File: src/rtl/spi_fe_pkg.sv
package spi_fe_pkg;

    localparam int unsigned BYTE_W = 8;
    localparam logic [BYTE_W-1:0] OPC_READ_SR  = 8'h05;
    localparam logic [BYTE_W-1:0] OPC_WRITE_SR = 8'h01;
    localparam logic [BYTE_W-1:0] SR_WRITABLE  = 8'h8C;

    // pin vector positions inside the synchroniser
    localparam int unsigned PIN_SCK  = 0;
    localparam int unsigned PIN_CS   = 1;
    localparam int unsigned PIN_HOLD = 2;
    localparam int unsigned PIN_WP   = 3;
    localparam int unsigned PIN_SI   = 4;
    localparam int unsigned PIN_N    = 5;

    typedef enum logic [1:0] {
        HS_RUN,
        HS_ENTER_WAIT,
        HS_PAUSED,
        HS_LEAVE_WAIT
    } hold_st_t;

    typedef enum logic [1:0] {
        CS_OPCODE,
        CS_WDATA,
        CS_RDATA,
        CS_DISCARD
    } cmd_st_t;

endpackage

File: src/rtl/spi_pin_sync.sv
module spi_pin_sync #(
    parameter int unsigned WIDTH   = 5,
    parameter int unsigned STAGES  = 2,
    parameter logic [WIDTH-1:0] RST_VAL = '0
) (
    input  logic             clk,
    input  logic             rst_n,
    input  logic [WIDTH-1:0] din,
    output logic [WIDTH-1:0] dout,
    output logic [WIDTH-1:0] dprev
);

    generate
        for (genvar g = 0; g < WIDTH; g++) begin : g_pin
            logic [STAGES:0] chain;

            always_ff @(posedge clk or negedge rst_n) begin
                if (!rst_n) begin
                    chain <= {(STAGES+1){RST_VAL[g]}};
                end else begin
                    chain <= {chain[STAGES-1:0], din[g]};
                end
            end

            assign dout[g]  = chain[STAGES-1];
            assign dprev[g] = chain[STAGES];
        end
    endgenerate

endmodule

File: src/rtl/spi_hold_ctl.sv
module spi_hold_ctl
    import spi_fe_pkg::*;
(
    input  logic clk,
    input  logic rst_n,
    input  logic sck_s,
    input  logic cs_n_s,
    input  logic hold_n_s,
    output logic paused
);

    hold_st_t st_q, st_d;

    always_ff @(posedge clk or negedge rst_n) begin
        if (!rst_n) begin
            st_q <= HS_RUN;
        end else begin
            st_q <= st_d;
        end
    end

    always_comb begin
        st_d = st_q;
        if (cs_n_s) begin
            st_d = HS_RUN;
        end else begin
            unique case (st_q)
                HS_RUN: begin
                    if (!hold_n_s) begin
                        st_d = sck_s ? HS_ENTER_WAIT : HS_PAUSED;
                    end
                end
                HS_ENTER_WAIT: begin
                    if (hold_n_s) begin
                        st_d = HS_RUN;
                    end else if (!sck_s) begin
                        st_d = HS_PAUSED;
                    end
                end
                HS_PAUSED: begin
                    if (hold_n_s) begin
                        st_d = sck_s ? HS_LEAVE_WAIT : HS_RUN;
                    end
                end
                HS_LEAVE_WAIT: begin
                    if (!hold_n_s) begin
                        st_d = HS_PAUSED;
                    end else if (!sck_s) begin
                        st_d = HS_RUN;
                    end
                end
            endcase
        end
    end

    always_comb begin
        paused = (st_q == HS_PAUSED) || (st_q == HS_LEAVE_WAIT);
    end

endmodule

File: src/rtl/spi_cmd_engine.sv
module spi_cmd_engine
    import spi_fe_pkg::*;
#(
    parameter int unsigned DW = 8,
    parameter logic [DW-1:0] OP_RD = 8'h05,
    parameter logic [DW-1:0] OP_WR = 8'h01,
    parameter logic [DW-1:0] WMASK = 8'h8C
) (
    input  logic          clk,
    input  logic          rst_n,
    input  logic          cs_n_s,
    input  logic          wp_n_s,
    input  logic          si_s,
    input  logic          sck_rise,
    input  logic          sck_fall,
    output logic          strobe,
    output logic [DW-1:0] code,
    output logic [DW-1:0] sr,
    output logic          so_bit,
    output logic          so_drive
);

    localparam int unsigned CNT_W = (DW > 1) ? $clog2(DW) : 1;
    localparam logic [CNT_W-1:0] LAST_BIT = CNT_W'(DW-1);

    cmd_st_t         st_q, st_d;
    logic [CNT_W-1:0] bit_cnt;
    logic [CNT_W-1:0] rd_idx;
    logic [DW-1:0]   shreg;
    logic [DW-1:0]   shift_nxt;
    logic [DW-1:0]   snap;
    logic            byte_done;
    logic            wr_allowed;

    assign shift_nxt  = {shreg[DW-2:0], si_s};
    assign byte_done  = sck_rise && (bit_cnt == LAST_BIT);
    assign wr_allowed = wp_n_s || !sr[DW-1];

    // state register
    always_ff @(posedge clk or negedge rst_n) begin
        if (!rst_n) begin
            st_q <= CS_OPCODE;
        end else begin
            st_q <= st_d;
        end
    end

    // next state
    always_comb begin
        st_d = st_q;
        if (cs_n_s) begin
            st_d = CS_OPCODE;
        end else begin
            unique case (st_q)
                CS_OPCODE: begin
                    if (byte_done) begin
                        if (shift_nxt == OP_WR) begin
                            st_d = CS_WDATA;
                        end else if (shift_nxt == OP_RD) begin
                            st_d = CS_RDATA;
                        end else begin
                            st_d = CS_DISCARD;
                        end
                    end
                end
                CS_WDATA: begin
                    if (byte_done) begin
                        st_d = CS_DISCARD;
                    end
                end
                CS_RDATA:   st_d = CS_RDATA;
                CS_DISCARD: st_d = CS_DISCARD;
            endcase
        end
    end

    // frame datapath
    always_ff @(posedge clk or negedge rst_n) begin
        if (!rst_n) begin
            bit_cnt <= '0;
            rd_idx  <= '0;
            shreg   <= '0;
            snap    <= '0;
            so_bit  <= 1'b0;
            strobe  <= 1'b0;
            code    <= '0;
        end else if (cs_n_s) begin
            bit_cnt <= '0;
            rd_idx  <= '0;
            shreg   <= '0;
            so_bit  <= 1'b0;
            strobe  <= 1'b0;
        end else begin
            strobe <= 1'b0;
            if (sck_rise) begin
                shreg   <= shift_nxt;
                bit_cnt <= (bit_cnt == LAST_BIT) ? '0 : bit_cnt + 1'b1;
            end
            if (byte_done && st_q == CS_OPCODE) begin
                strobe <= 1'b1;
                code   <= shift_nxt;
                snap   <= sr;
                rd_idx <= '0;
            end
            if (sck_fall && st_q == CS_RDATA) begin
                so_bit <= snap[DW-1-int'(rd_idx)];
                rd_idx <= (rd_idx == LAST_BIT) ? '0 : rd_idx + 1'b1;
            end
        end
    end

    // status register, kept across frames
    always_ff @(posedge clk or negedge rst_n) begin
        if (!rst_n) begin
            sr <= '0;
        end else if (!cs_n_s && st_q == CS_WDATA && byte_done && wr_allowed) begin
            sr <= shift_nxt & WMASK;
        end
    end

    always_comb begin
        so_drive = (st_q == CS_RDATA) && !cs_n_s;
    end

endmodule

File: src/rtl/spi_hold_wp_front.sv
module spi_hold_wp_front
    import spi_fe_pkg::*;
#(
    parameter int unsigned SYNC_STAGES = 2,
    parameter int unsigned DW = BYTE_W,
    parameter logic [DW-1:0] SR_WMASK = SR_WRITABLE
) (
    input  logic          clk,
    input  logic          rst_n,
    input  logic          spi_sck,
    input  logic          spi_cs_n,
    input  logic          spi_hold_n,
    input  logic          spi_wp_n,
    input  logic          spi_si,
    output logic          spi_so,
    output logic          spi_so_oe,
    output logic          hold_active,
    output logic          cmd_strobe,
    output logic [DW-1:0] cmd_code,
    output logic [DW-1:0] status_q
);

    localparam logic [PIN_N-1:0] PIN_IDLE = 5'b01110;

    logic [PIN_N-1:0] pin_raw, pin_s, pin_d;
    logic sck_s, cs_n_s, hold_n_s, wp_n_s, si_s;
    logic sck_rise, sck_fall;
    logic paused;
    logic so_bit, so_drive;

    assign pin_raw[PIN_SCK]  = spi_sck;
    assign pin_raw[PIN_CS]   = spi_cs_n;
    assign pin_raw[PIN_HOLD] = spi_hold_n;
    assign pin_raw[PIN_WP]   = spi_wp_n;
    assign pin_raw[PIN_SI]   = spi_si;

    spi_pin_sync #(
        .WIDTH  (PIN_N),
        .STAGES (SYNC_STAGES),
        .RST_VAL(PIN_IDLE)
    ) u_sync (
        .clk  (clk),
        .rst_n(rst_n),
        .din  (pin_raw),
        .dout (pin_s),
        .dprev(pin_d)
    );

    assign sck_s    = pin_s[PIN_SCK];
    assign cs_n_s   = pin_s[PIN_CS];
    assign hold_n_s = pin_s[PIN_HOLD];
    assign wp_n_s   = pin_s[PIN_WP];
    assign si_s     = pin_s[PIN_SI];

    spi_hold_ctl u_hold (
        .clk     (clk),
        .rst_n   (rst_n),
        .sck_s   (sck_s),
        .cs_n_s  (cs_n_s),
        .hold_n_s(hold_n_s),
        .paused  (paused)
    );

    // link-clock edges are dropped while frozen
    assign sck_rise = sck_s && !pin_d[PIN_SCK] && !paused;
    assign sck_fall = !sck_s && pin_d[PIN_SCK] && !paused;

    spi_cmd_engine #(
        .DW   (DW),
        .OP_RD(DW'(OPC_READ_SR)),
        .OP_WR(DW'(OPC_WRITE_SR)),
        .WMASK(SR_WMASK)
    ) u_cmd (
        .clk     (clk),
        .rst_n   (rst_n),
        .cs_n_s  (cs_n_s),
        .wp_n_s  (wp_n_s),
        .si_s    (si_s),
        .sck_rise(sck_rise),
        .sck_fall(sck_fall),
        .strobe  (cmd_strobe),
        .code    (cmd_code),
        .sr      (status_q),
        .so_bit  (so_bit),
        .so_drive(so_drive)
    );

    always_comb begin
        hold_active = paused;
        spi_so_oe   = so_drive && !paused;
        spi_so      = so_bit;
    end

endmodule

File: config.mk
export PLATFORM = sky130hd
export DESIGN_NAME = spi_hold_wp_front
export DESIGN_NICKNAME = d
export VERILOG_FILES = /design/src/rtl/spi_fe_pkg.sv /design/src/rtl/spi_pin_sync.sv /design/src/rtl/spi_hold_ctl.sv /design/src/rtl/spi_cmd_engine.sv /design/src/rtl/spi_hold_wp_front.sv
export SDC_FILE = /design/constraint.sdc
export NUM_CORES = 1
export LEC_CHECK = 0
export BUFFER_PORTS_ARGS = -buffer_cell sky130_fd_sc_hd__buf_2
export CAP_MARGIN = 10
export CORE_ASPECT_RATIO = 0.8
export CORE_MARGIN = 4
export CORE_UTILIZATION = 45
export CTS_BUF_LIST = sky130_fd_sc_hd__clkbuf_2
export CTS_CLUSTER_SIZE = 10
export DETAILED_ROUTE_END_ITERATION = 7
export PLACE_DENSITY = 0.71
export SLEW_MARGIN = 40
export SYNTH_ARGS = -nofsm -noshare
export SYNTH_HDL_FRONTEND = slang
export SYNTH_HIERARCHICAL = 1
export SYNTH_SLANG_ARGS = --single-unit
File: constraint.sdc
create_clock -name clk -period 2.65 [get_ports clk]
set_clock_uncertainty 0.2 [all_clocks]
set_input_delay 0.795 -clock clk [delete_from_list [all_inputs] [get_ports clk]]
set_output_delay 0.795 -clock clk [all_outputs]
set_load 0.005 [all_outputs]
==> out/results.tsv, run 1 <==
stage	metric	value	unit
cells_and_area	fillcell total	351	
worst_setup_path	arrival time at the worst endpoint	1520	ps
clock_tree	Max H-tree Level	2	
drt	Final ANT Viol Nets	0	
power_and_ir_drop	Pleak	0.985	nW
clock_tree	Post-CTS Setup Repair Bufs	0	
floorplanning	Rows	20	
drt	DRC viols	0	
clock_tree	Worst-Skew Late Latency	400	ps
grt	largest net degree at the start of global routing	37	
clock_tree	Post-CTS Resized	0	
worst_setup_path	R2R Path Start	u_cmd/bit_cnt[0]$_DFFE_PN0P_	
floorplanning	Initial Util	0.475	
timing	maximum clock rate	0.398	GHz
clock_tree	Clock Pin Slew Worst Setup and Hold Paths	200	ps
placement	# placed instances	208	
clock_tree	TritonCTS Sinks	43	
floorplanning	core footprint	3880	um2
worst_setup_path	critical path fanouts, max	22	
power_and_ir_drop	peak supply drop	0.288	mV
timing	RSZ-0062 raised after global routing	false	
timing	Setup TNS	0	ps
placement	Detail Placement HPWL	2.28	mm
grt	first-pass GRT wire length	5.73	mm
floorplanning	Die X	79.6	um
cells_and_area	NumNets Final	171	
worst_setup_path	Worst setup SP type	flop	
drt	DR iter-0 viols	52	
grt	GRT Util Overall	0.145	
worst_setup_path	Critical Path RT	1660	ps
timing	Final Setup Violations	0	
grt	initial antenna violation count	0	
placement	Post-Place Setup Slack	525	ps
drt	DRT Pass-1 Iters	4	
cells_and_area	post-route insts no fill	216	
placement	count of buffers from port buffering	21	
drt	Via Count	1120	
worst_setup_path	crit end category	output pin	
worst_setup_path	worst reg-to-reg path cell count	6	
cells_and_area	ANT cells	0	
timing	final max-slew violation count	0	
timing	final critical-path required period	2510	ps
worst_setup_path	Crit Path Category	flop to output pin	
run_status	run status	finished, final reports clean	
placement	Placed Area	1940	um2
cells_and_area	area grow syn2layout	7.73	%
cells_and_area	layout cells sized above 1	0.335	
drt	routed wire length	3.21	mm
clock_tree	CTS tree	built	
clock_tree	CTS Root Buffer Type	clkbuf_2	
grt	gr ovfl total	0	
power_and_ir_drop	pwr/cell area	499	nW/um2
timing	fin crit share	0.948	
worst_setup_path	flop-to-flop setup slack	580	ps
timing	hold_ws	115	ps
timing	final setup margin	137	ps
placement	RePlAce Congestion	0.743	
logic_synthesis	syn avg cell area	13.1	um2
clock_tree	hold_buf cts	0	
logic_synthesis	cells after synthesis	141	
logic_synthesis	Yosys warnings	6	
drt	drt wl/cell	14.8	um
worst_hold_path	HP Class	input pin to async pin	
timing	Final Hold Viols	0	
clock_tree	Clock Path Buffers	2	
clock_tree	Inserted Clock Buffers	5	
job	number of max-cap violations	0	
floorplanning	die footprint	5190	um2
worst_setup_path	worst r2r dst	u_cmd/code[2]$_DFFE_PN0P_	
grt	vias in the first global route	1234	
logic_synthesis	Post-Syn Area	1840	um2
drt	drt via density	5.19	
floorplanning	Die Span Y	65.3	um
cells_and_area	Finished Cell Area	1990	um2
floorplanning	IO Pins	27	
[final cells by class]
type	count	area (um2)	area share
multi-input cells	83	648	0.326
clock inverters	2	7.51	0.00378
repair buffers	25	138	0.0693
inverters	2	7.51	0.00378
well taps	55	68.8	0.0346
clock buffers	6	30.0	0.0151
flip-flops and latches	43	1090	0.547
[through the flow]
step | util | power [mW]
4_1_cts | 0.511 | 1.00
6_report | 0.512 | 0.991
2_1_floorplan | - | 0.727
3_5_place_dp | 0.501 | 0.742
3_3_place_gp | 0.501 | 0.738
5_1_grt | 0.512 | 1.05
[per-layer routing]
| layer | up-vias | wire, um | global-route usage |
|---|---|---|---|
| li1 | 517 | - | - |
| met1 | 565 | 1390 | 0.173 |
| met2 | 26 | 1600 | 0.241 |
| met3 | 12 | 133 | 0.0466 |
| met4 | 0 | 83 | 0.0644 |
| met5 | - | 0 | 0 |
[report_power, final]
group / internal (mW) / switching, mW
Sequential: 0.673 / 0.0131
Clock: 0.0635 / 0.198
Combinational: 0.0174 / 0.0262
[worst max-delay path, stage by stage (launching register included)]
cell and delay [ps]:
dfstp_4 790, nor3b_1 70, nor2b_1 140, buf_2 120
[worst max path at each step]
stage | start | end | slack (ps) | depth (start not counted)
2_1_floorplan | u_hold/st_q[1]$_DFFE_PN0P_ | u_cmd/code[2]$_DFFE_PN0P_ | 630 | 6
3_3_place_gp | u_sync/g_pin[1].chain[1]$_DFF_PN1_ | spi_so_oe | 560 | 3
3_5_place_dp | u_sync/g_pin[1].chain[1]$_DFF_PN1_ | spi_so_oe | 530 | 3
4_1_cts | u_sync/g_pin[1].chain[1]$_DFF_PN1_ | spi_so_oe | 60 | 3
5_1_grt | u_sync/g_pin[1].chain[1]$_DFF_PN1_ | spi_so_oe | 9 | 3
6_report | u_sync/g_pin[1].chain[1]$_DFF_PN1_ | spi_so_oe | 140 | 3
[state kept, by name, indices dropped and copies added (netlist names), 2 cells and up]
| register | flops |
|---|---|
| u_sync/g_pin.chain | 11 |
| u_cmd/code | 8 |
| u_cmd/shreg | 7 |
| u_cmd/bit_cnt | 3 |
| u_cmd/rd_idx | 3 |
| u_cmd/snap | 3 |
| u_cmd/sr | 3 |
| u_cmd/st_q | 2 |
[layout by cell type (no fill, tap or decap)]
cell type and n:
nand2b_1 2, nor3b_2 1, a21oi_1 3, o2bb2ai_1 2, a22o_1 1, nor3b_1 2
nand2_1 4, a21oi_2 1, or2_1 1, nand3_1 1, conb_1 5, mux2_2 12
nor3_1 3, o2111a_1 1, nor4b_4 1, mux2i_1 10, inv_1 2, dfstp_2 5
buf_4 5, nand4b_1 1, dfrtp_1 37, nor2_1 13, mux2_1 1, a32o_1 1
nand3b_1 3, nor3_2 1, a211oi_1 1, a311oi_1 1, or4_4 1, clkbuf_2 6
o21ai_1 1, and3_1 1, o21ai_0 1, clkinv_1 2, ha_1 4, or4_1 1
buf_2 20, and3b_1 1, dfstp_4 1, nor2b_1 1
Note: power is estimated with default switching activity, not from simulation.
==> run 2: changes to the inputs <==
--- a/config.mk
+++ b/config.mk
@@ -7,12 +7,12 @@
 export LEC_CHECK = 0
 export BUFFER_PORTS_ARGS = -buffer_cell sky130_fd_sc_hd__buf_2
 export CAP_MARGIN = 10
-export CORE_ASPECT_RATIO = 0.8
 export CORE_MARGIN = 4
 export CORE_UTILIZATION = 45
 export CTS_BUF_LIST = sky130_fd_sc_hd__clkbuf_2
 export CTS_CLUSTER_SIZE = 10
 export DETAILED_ROUTE_END_ITERATION = 7
+export GPL_TIMING_DRIVEN = 0
 export PLACE_DENSITY = 0.71
 export SLEW_MARGIN = 40
 export SYNTH_ARGS = -nofsm -noshare
==> run 2 against run 1 <==
Against the previous run:
- die area down 0.12%
- first-iteration DRC count fell by 15%
- highest routed layer unchanged
- maximum frequency shrank 0.10%
- utilization up 1.6 points
- wire length is 0.84% lower
- global-route usage decreased by 0.47 points
==> out/results.tsv, run 2 (synthesized netlist as in run 1, its figures left out) <==
stage	metric	value	unit	change
clock_tree	Worst-Skew Late Latency	400	ps	about the same
clock_tree	Post-CTS Setup Repair Bufs	0		unchanged
power_and_ir_drop	Reg power frac	0.613		-0.079
grt	first-pass GRT wire length	5.58	mm	-2.6%
timing	Final Setup Violations	0		unchanged
worst_setup_path	CP Launch Point	u_sync/g_pin[1].chain[1]$_DFF_PN1_		
power_and_ir_drop	clock share of power	0.331		+0.067
grt	initial antenna violation count	0		unchanged
floorplanning	Rows	23		+15%
clock_tree	hold_buf cts	0		unchanged
grt	grt met1 use	0.146		-0.0267
grt	GRT Util Overall	0.141		-0.00470
timing	Final Hold Viols	0		unchanged
grt	vias in the first global route	1214		-1.6%
drt	Via Count	1123		+0.27%
clock_tree	Max H-tree Level	2		unchanged
grt	GRT met3 Usage	0.0443		-0.00225
floorplanning	Initial Util	0.464		-0.0111
drt	drt wl/cell	14.2	um	-4.4%
timing	final setup margin	134	ps	-2.56 ps
timing	fin crit share	0.949		+0.000965
job	number of max-cap violations	0		unchanged
clock_tree	TritonCTS Sinks	43		unchanged
drt	DRC viols	0		unchanged
power_and_ir_drop	Pleak	1.06	nW	+7.4%
worst_setup_path	flop-to-flop setup slack	310	ps	-270 ps
worst_setup_path	worst r2r dst	u_cmd/code[2]$_DFFE_PN0P_		
cells_and_area	Reg with most FFs	u_sync/g_pin.chain		
clock_tree	Clock Pin Slew Worst Setup and Hold Paths	210	ps	about the same
power_and_ir_drop	Comb power frac	0.056		+0.012
floorplanning	die footprint	5190	um2	-0.12%
clock_tree	Inserted Clock Buffers	5		unchanged
run_status	run status	finished, final reports clean		
clock_tree	CTS Root Buffer Type	clkbuf_2		
worst_setup_path	Crit Path Category	flop to output pin		
cells_and_area	max reg flops	11		unchanged
placement	count of buffers from port buffering	21		unchanged
cells_and_area	ANT cells	0		unchanged
cells_and_area	most frequent cells in the layout	37 x dfrtp_1, 21 x buf_2, 13 x buf_4, 13 x nor2_1, 12 x mux2_2		
power_and_ir_drop	switching share of power	0.224		-0.0153
worst_setup_path	critical path fanouts, max	10		-55%
worst_hold_path	HP Class	input pin to async pin		
power_and_ir_drop	peak supply drop	0.369	mV	+28%
worst_setup_path	R2R Path Start	u_hold/st_q[1]$_DFFE_PN0P_		
clock_tree	Clock Path Buffers	2		unchanged
floorplanning	Die X	72.0	um	-9.5%
worst_setup_path	arrival time at the worst endpoint	1520	ps	about the same
grt	gr busiest metal	met2		
placement	# placed instances	216		+3.8%
timing	hold_ws	135	ps	+20.6 ps
worst_setup_path	worst setup path endpoint	spi_so_oe		
grt	largest net degree at the start of global routing	44		+19%
worst_setup_path	Worst setup SP type	flop		
timing	Slew headroom	0.661		
worst_setup_path	worst reg-to-reg path cell count	6		unchanged
timing	final max-slew violation count	0		unchanged
timing	Setup TNS	0	ps	unchanged
timing	final critical-path required period	2520	ps	+2.56 ps
grt	gr ovfl total	0		unchanged
cells_and_area	commonest non-fill, non-tap cell in the layout	dfrtp_1		
clock_tree	CTS tree	built		
cells_and_area	Finished Cell Area	2100	um2	+5.6%
drt	drt via density	5.01		-3.3%
drt	Final ANT Viol Nets	0		unchanged
placement	Placed Area	2030	um2	+4.4%
cells_and_area	layout cells sized above 1	0.379		+0.0439
worst_setup_path	crit end category	output pin		
drt	routed wire length	3.18	mm	-0.84%
floorplanning	core footprint	3970	um2	+2.4%
grt	GRT met2 Usage	0.254		+0.0135
placement	Post-Place Setup Slack	350	ps	-176 ps
placement	RePlAce Congestion	0.723		-2.7%
cells_and_area	post-route insts no fill	224		+3.7%
power_and_ir_drop	Power Internal	0.859	mW	+14%
cells_and_area	fillcell total	352		+0.28%
timing	Slew @ Worst Pin	508	ps	
placement	Detail Placement HPWL	2.39	mm	+5.0%
clock_tree	Post-CTS Resized	0		unchanged
worst_setup_path	Critical Path RT	1660	ps	about the same
power_and_ir_drop	pwr/cell area	528	nW/um2	+5.8%
drt	DR iter-0 viols	44		-15%
timing	maximum clock rate	0.397	GHz	-0.10%
drt	DRT Pass-1 Iters	4		unchanged
floorplanning	IO Pins	27		unchanged
cells_and_area	biggest regs	u_sync/g_pin.chain (11), u_cmd/code (8), u_cmd/shreg (7)		
floorplanning	Die Span Y	72.0	um	+10%
power_and_ir_drop	P_sw	0.248	mW	+4.6%
timing	RSZ-0062 raised after global routing	false		
cells_and_area	NumNets Final	184		+7.6%
cells_and_area	area grow syn2layout	13.8	%	
-- run 2: layout make-up --
class                   instances  area (um2)  share of cell area
clock inverters                 3        43.8              0.0209
multi-input cells              83         643               0.307
repair buffers                 21         108              0.0513
inverters                       2        7.51             0.00358
well taps                      50        62.6              0.0298
clock buffers                   5        25.0              0.0119
plain buffers                  17         125              0.0596
flip-flops and latches         43        1080               0.516
-- run 2: through the flow --
step / util / power, mW
floorplan: - / 0.727
global placement: 0.510 / 0.749
detailed placement: 0.511 / 0.753
CTS: 0.528 / 1.12
global route: 0.528 / 1.16
finish: 0.528 / 1.11
-- run 2: worst min-delay path by stage --
stage	from	end	cells after the start
floorplan	u_sync/g_pin[0].chain[0]$_DFF_PN0_	u_sync/g_pin[0].chain[1]$_DFF_PN0_	0
global route	rst_n	u_cmd/code[4]$_DFFE_PN0P_	1
detailed placement	u_sync/g_pin[0].chain[0]$_DFF_PN0_	u_sync/g_pin[0].chain[1]$_DFF_PN0_	0
global placement	u_sync/g_pin[0].chain[0]$_DFF_PN0_	u_sync/g_pin[0].chain[1]$_DFF_PN0_	0
CTS	rst_n	u_cmd/code[4]$_DFFE_PN0P_	1
finish	rst_n	u_sync/g_pin[0].chain[0]$_DFF_PN0_	1
-- run 2: critical path, cell delays in order, from the launching register on --
cell and delay (ps):
dfstp_2 560, buf_4 130, buf_6 130, nor3b_1 50
nor2b_1 120, buf_2 130
-- run 2: per-layer routing --
layer / share of wire / vias up
met1: 0.40 / 549
met5: 0 / -
met3: 0.041 / 10
li1: - / 540
met4: 0.026 / 0
met2: 0.53 / 24
-- run 2: power groups by stage --
stage                     clock network [mW]  registers (mW)  logic [mW]
after floorplan                            0           0.688      0.0390
after global placement                     0           0.689      0.0600
after detailed placement                   0           0.690      0.0630
after CTS                              0.382           0.679      0.0632
after global routing                   0.409           0.680      0.0699
final                                  0.367           0.678      0.0622
==> run 3: changes to the inputs <==
--- a/config.mk
+++ b/config.mk
@@ -9,7 +9,6 @@
 export CAP_MARGIN = 10
 export CORE_MARGIN = 4
 export CORE_UTILIZATION = 45
-export CTS_BUF_LIST = sky130_fd_sc_hd__clkbuf_2
 export CTS_CLUSTER_SIZE = 10
 export DETAILED_ROUTE_END_ITERATION = 7
 export GPL_TIMING_DRIVEN = 0
==> run 3 against run 2 <==
Against the previous run:
- total power grew 12%
- worst setup slack gained 140 ps
- final area grew 2.1%
- utilization grew 1.1 points
- register-to-register slack is essentially flat
- worst hold slack gained 17 ps
- flip-flop and latch count is the same
- combinational power is essentially flat
- non-clock buffer count is the same
==> out/results.tsv, run 3 (synthesized netlist as in run 1, its figures left out) <==
stage	metric	value	unit	change
power_and_ir_drop	pwr/cell area	578	nW/um2	+9.5%
grt	first-pass GRT wire length	5.56	mm	-0.38%
timing	maximum clock rate	0.421	GHz	+6.0%
drt	drt wl/cell	14.3	um	+0.94%
grt	gr ovfl total	0		unchanged
placement	count of buffers from port buffering	21		unchanged
clock_tree	Max H-tree Level	2		unchanged
worst_setup_path	delay-heaviest family, CP	flip-flops		
worst_setup_path	Buf/Inv on CP	3		unchanged
clock_tree	CTS tree	built		
run_status	run status	finished, final reports clean		
floorplanning	Initial Util	0.464		unchanged
timing	Final Hold Viols	0		unchanged
clock_tree	TritonCTS Sinks	43		unchanged
worst_setup_path	flop-to-flop setup slack	320	ps	about the same
placement	RePlAce Congestion	0.723		unchanged
floorplanning	Die X	72.0	um	unchanged
clock_tree	Worst-Skew Late Latency	290	ps	-110 ps
timing	Slew headroom	0.658		-0.00341
cells_and_area	max reg flops	11		unchanged
clock_tree	Post-CTS Setup Repair Bufs	0		unchanged
cells_and_area	layout cells sized above 1	0.379		unchanged
worst_setup_path	Critical Path Max Stage Delay	520	ps	-40 ps
timing	final critical-path required period	2370	ps	-142 ps
cells_and_area	Finished Cell Area	2140	um2	+2.1%
cells_and_area	area grow syn2layout	16.1	%	
worst_setup_path	Critical Path RT	1660	ps	about the same
cells_and_area	fillcell total	348		-1.1%
power_and_ir_drop	peak supply drop	0.490	mV	+33%
cells_and_area	ANT cells	0		unchanged
worst_hold_path	HP Class	flop to flop		
timing	Final Setup Violations	0		unchanged
floorplanning	die footprint	5190	um2	unchanged
grt	grt met1 use	0.145		-0.000909
floorplanning	core footprint	3970	um2	unchanged
timing	fin crit share	0.896		-0.0535
timing	final max-slew violation count	0		unchanged
cells_and_area	Reg with most FFs	u_sync/g_pin.chain		
drt	DRT Pass-1 Iters	5		+1
placement	Placed Area	2030	um2	unchanged
drt	Via Count	1124		+0.089%
grt	initial antenna violation count	0		unchanged
worst_setup_path	cells along the critical path	buf_4 > buf_6 > nor3b_1 > nor2b_1 > buf_2		
timing	Setup TNS	0	ps	unchanged
drt	drt via density	5.02		about the same
worst_setup_path	crit end category	output pin		
drt	routed wire length	3.21	mm	+0.94%
floorplanning	Rows	23		unchanged
clock_tree	Clock Pin Slew Worst Setup and Hold Paths	80	ps	-130 ps
grt	gr busiest metal	met2		
cells_and_area	commonest non-fill, non-tap cell in the layout	dfrtp_1		
grt	largest net degree at the start of global routing	44		unchanged
worst_setup_path	Crit Path Category	flop to output pin		
placement	Detail Placement HPWL	2.39	mm	unchanged
worst_setup_path	arrival time at the worst endpoint	1380	ps	-140 ps
job	number of max-cap violations	0		unchanged
floorplanning	Die Span Y	72.0	um	unchanged
floorplanning	IO Pins	27		unchanged
clock_tree	hold_buf cts	0		unchanged
cells_and_area	NumNets Final	184		unchanged
grt	GRT Util Overall	0.139		-0.00148
drt	DR iter-0 viols	38		-14%
clock_tree	Inserted Clock Buffers	5		unchanged
grt	vias in the first global route	1212		-0.16%
timing	RSZ-0062 raised after global routing	false		
power_and_ir_drop	Pleak	1.07	nW	+1.4%
clock_tree	CTS Root Buffer Type	clkbuf_8		
worst_setup_path	critical path fanouts, max	10		unchanged
timing	Slew @ Worst Pin	513	ps	+5.12 ps
cells_and_area	biggest regs	u_sync/g_pin.chain (11), u_cmd/code (8), u_cmd/shreg (7)		
drt	Final ANT Viol Nets	0		unchanged
cells_and_area	most frequent cells in the layout	37 x dfrtp_1, 21 x buf_2, 13 x buf_4, 13 x nor2_1, 12 x mux2_2		
worst_setup_path	Worst setup SP type	flop		
drt	DRC viols	0		unchanged
clock_tree	Clock Path Buffers	2		unchanged
grt	GRT met3 Usage	0.0416		-0.00277
worst_setup_path	crit path max-delay cell type	dfstp_2		
grt	GRT met2 Usage	0.255		+0.00102
clock_tree	Post-CTS Resized	0		unchanged
power_and_ir_drop	Tot Pwr	1.24	mW	+12%
[run 3: cell counts in the layout (fill, tap and decap cells not counted)]
Identical to the previous run, type by type.
[run 3: per-layer routing]
layer  part of all wire  up-vias
li1                   -      537
met1               0.40      561
met2               0.54       20
met3              0.036        6
met4              0.017        0
met5                  0        -
[run 3: final cells by class]
cell class	instances	area [um2]	area share
flip-flops and latches	43	1080	0.506
multi-input cells	83	643	0.300
plain buffers	17	125	0.0584
repair buffers	21	108	0.0502
clock buffers	5	68.8	0.0321
well taps	50	62.6	0.0292
clock inverters	3	43.8	0.0204
inverters	2	7.51	0.00350
[run 3: worst reg2reg max path, stage by stage (launching register included)]
cell	delay, ps
dfrtp_1	380
clkbuf_1	130
nor3b_1	440
nand3b_1	180
nor3_2	280
buf_4	260
mux2_2	350
[run 3: power by group]
part | internal [mW] | switching (mW)
clock | 0.280 | 0.219
combinational | 0.0271 | 0.0351
sequential | 0.671 | 0.00589
[run 3: final timing paths]
path	start	to	cells past startpoint
min in group asynchronous	rst_n	u_sync/g_pin[0].chain[0]$_DFF_PN0_	1
hold / removal	u_sync/g_pin[0].chain[0]$_DFF_PN0_	u_sync/g_pin[0].chain[1]$_DFF_PN0_	0
setup / recovery	u_sync/g_pin[1].chain[1]$_DFF_PN1_	spi_so_oe	5
setup reg to reg	u_hold/st_q[1]$_DFFE_PN0P_	u_cmd/code[2]$_DFFE_PN0P_	6
hold reg to reg	u_sync/g_pin[0].chain[0]$_DFF_PN0_	u_sync/g_pin[0].chain[1]$_DFF_PN0_	0
max in group asynchronous	rst_n	u_sync/g_pin[3].chain[1]$_DFF_PN1_	1
[run 3: metrics by stage]
stage	worst slack (ps)	instances	hold slack [ps]	utilization
global route	117	224	160	0.539
finish	276	224	153	0.539
floorplan	631	145	131	-
global placement	312	216	136	0.510
detailed placement	350	216	136	0.511
CTS	262	224	154	0.539
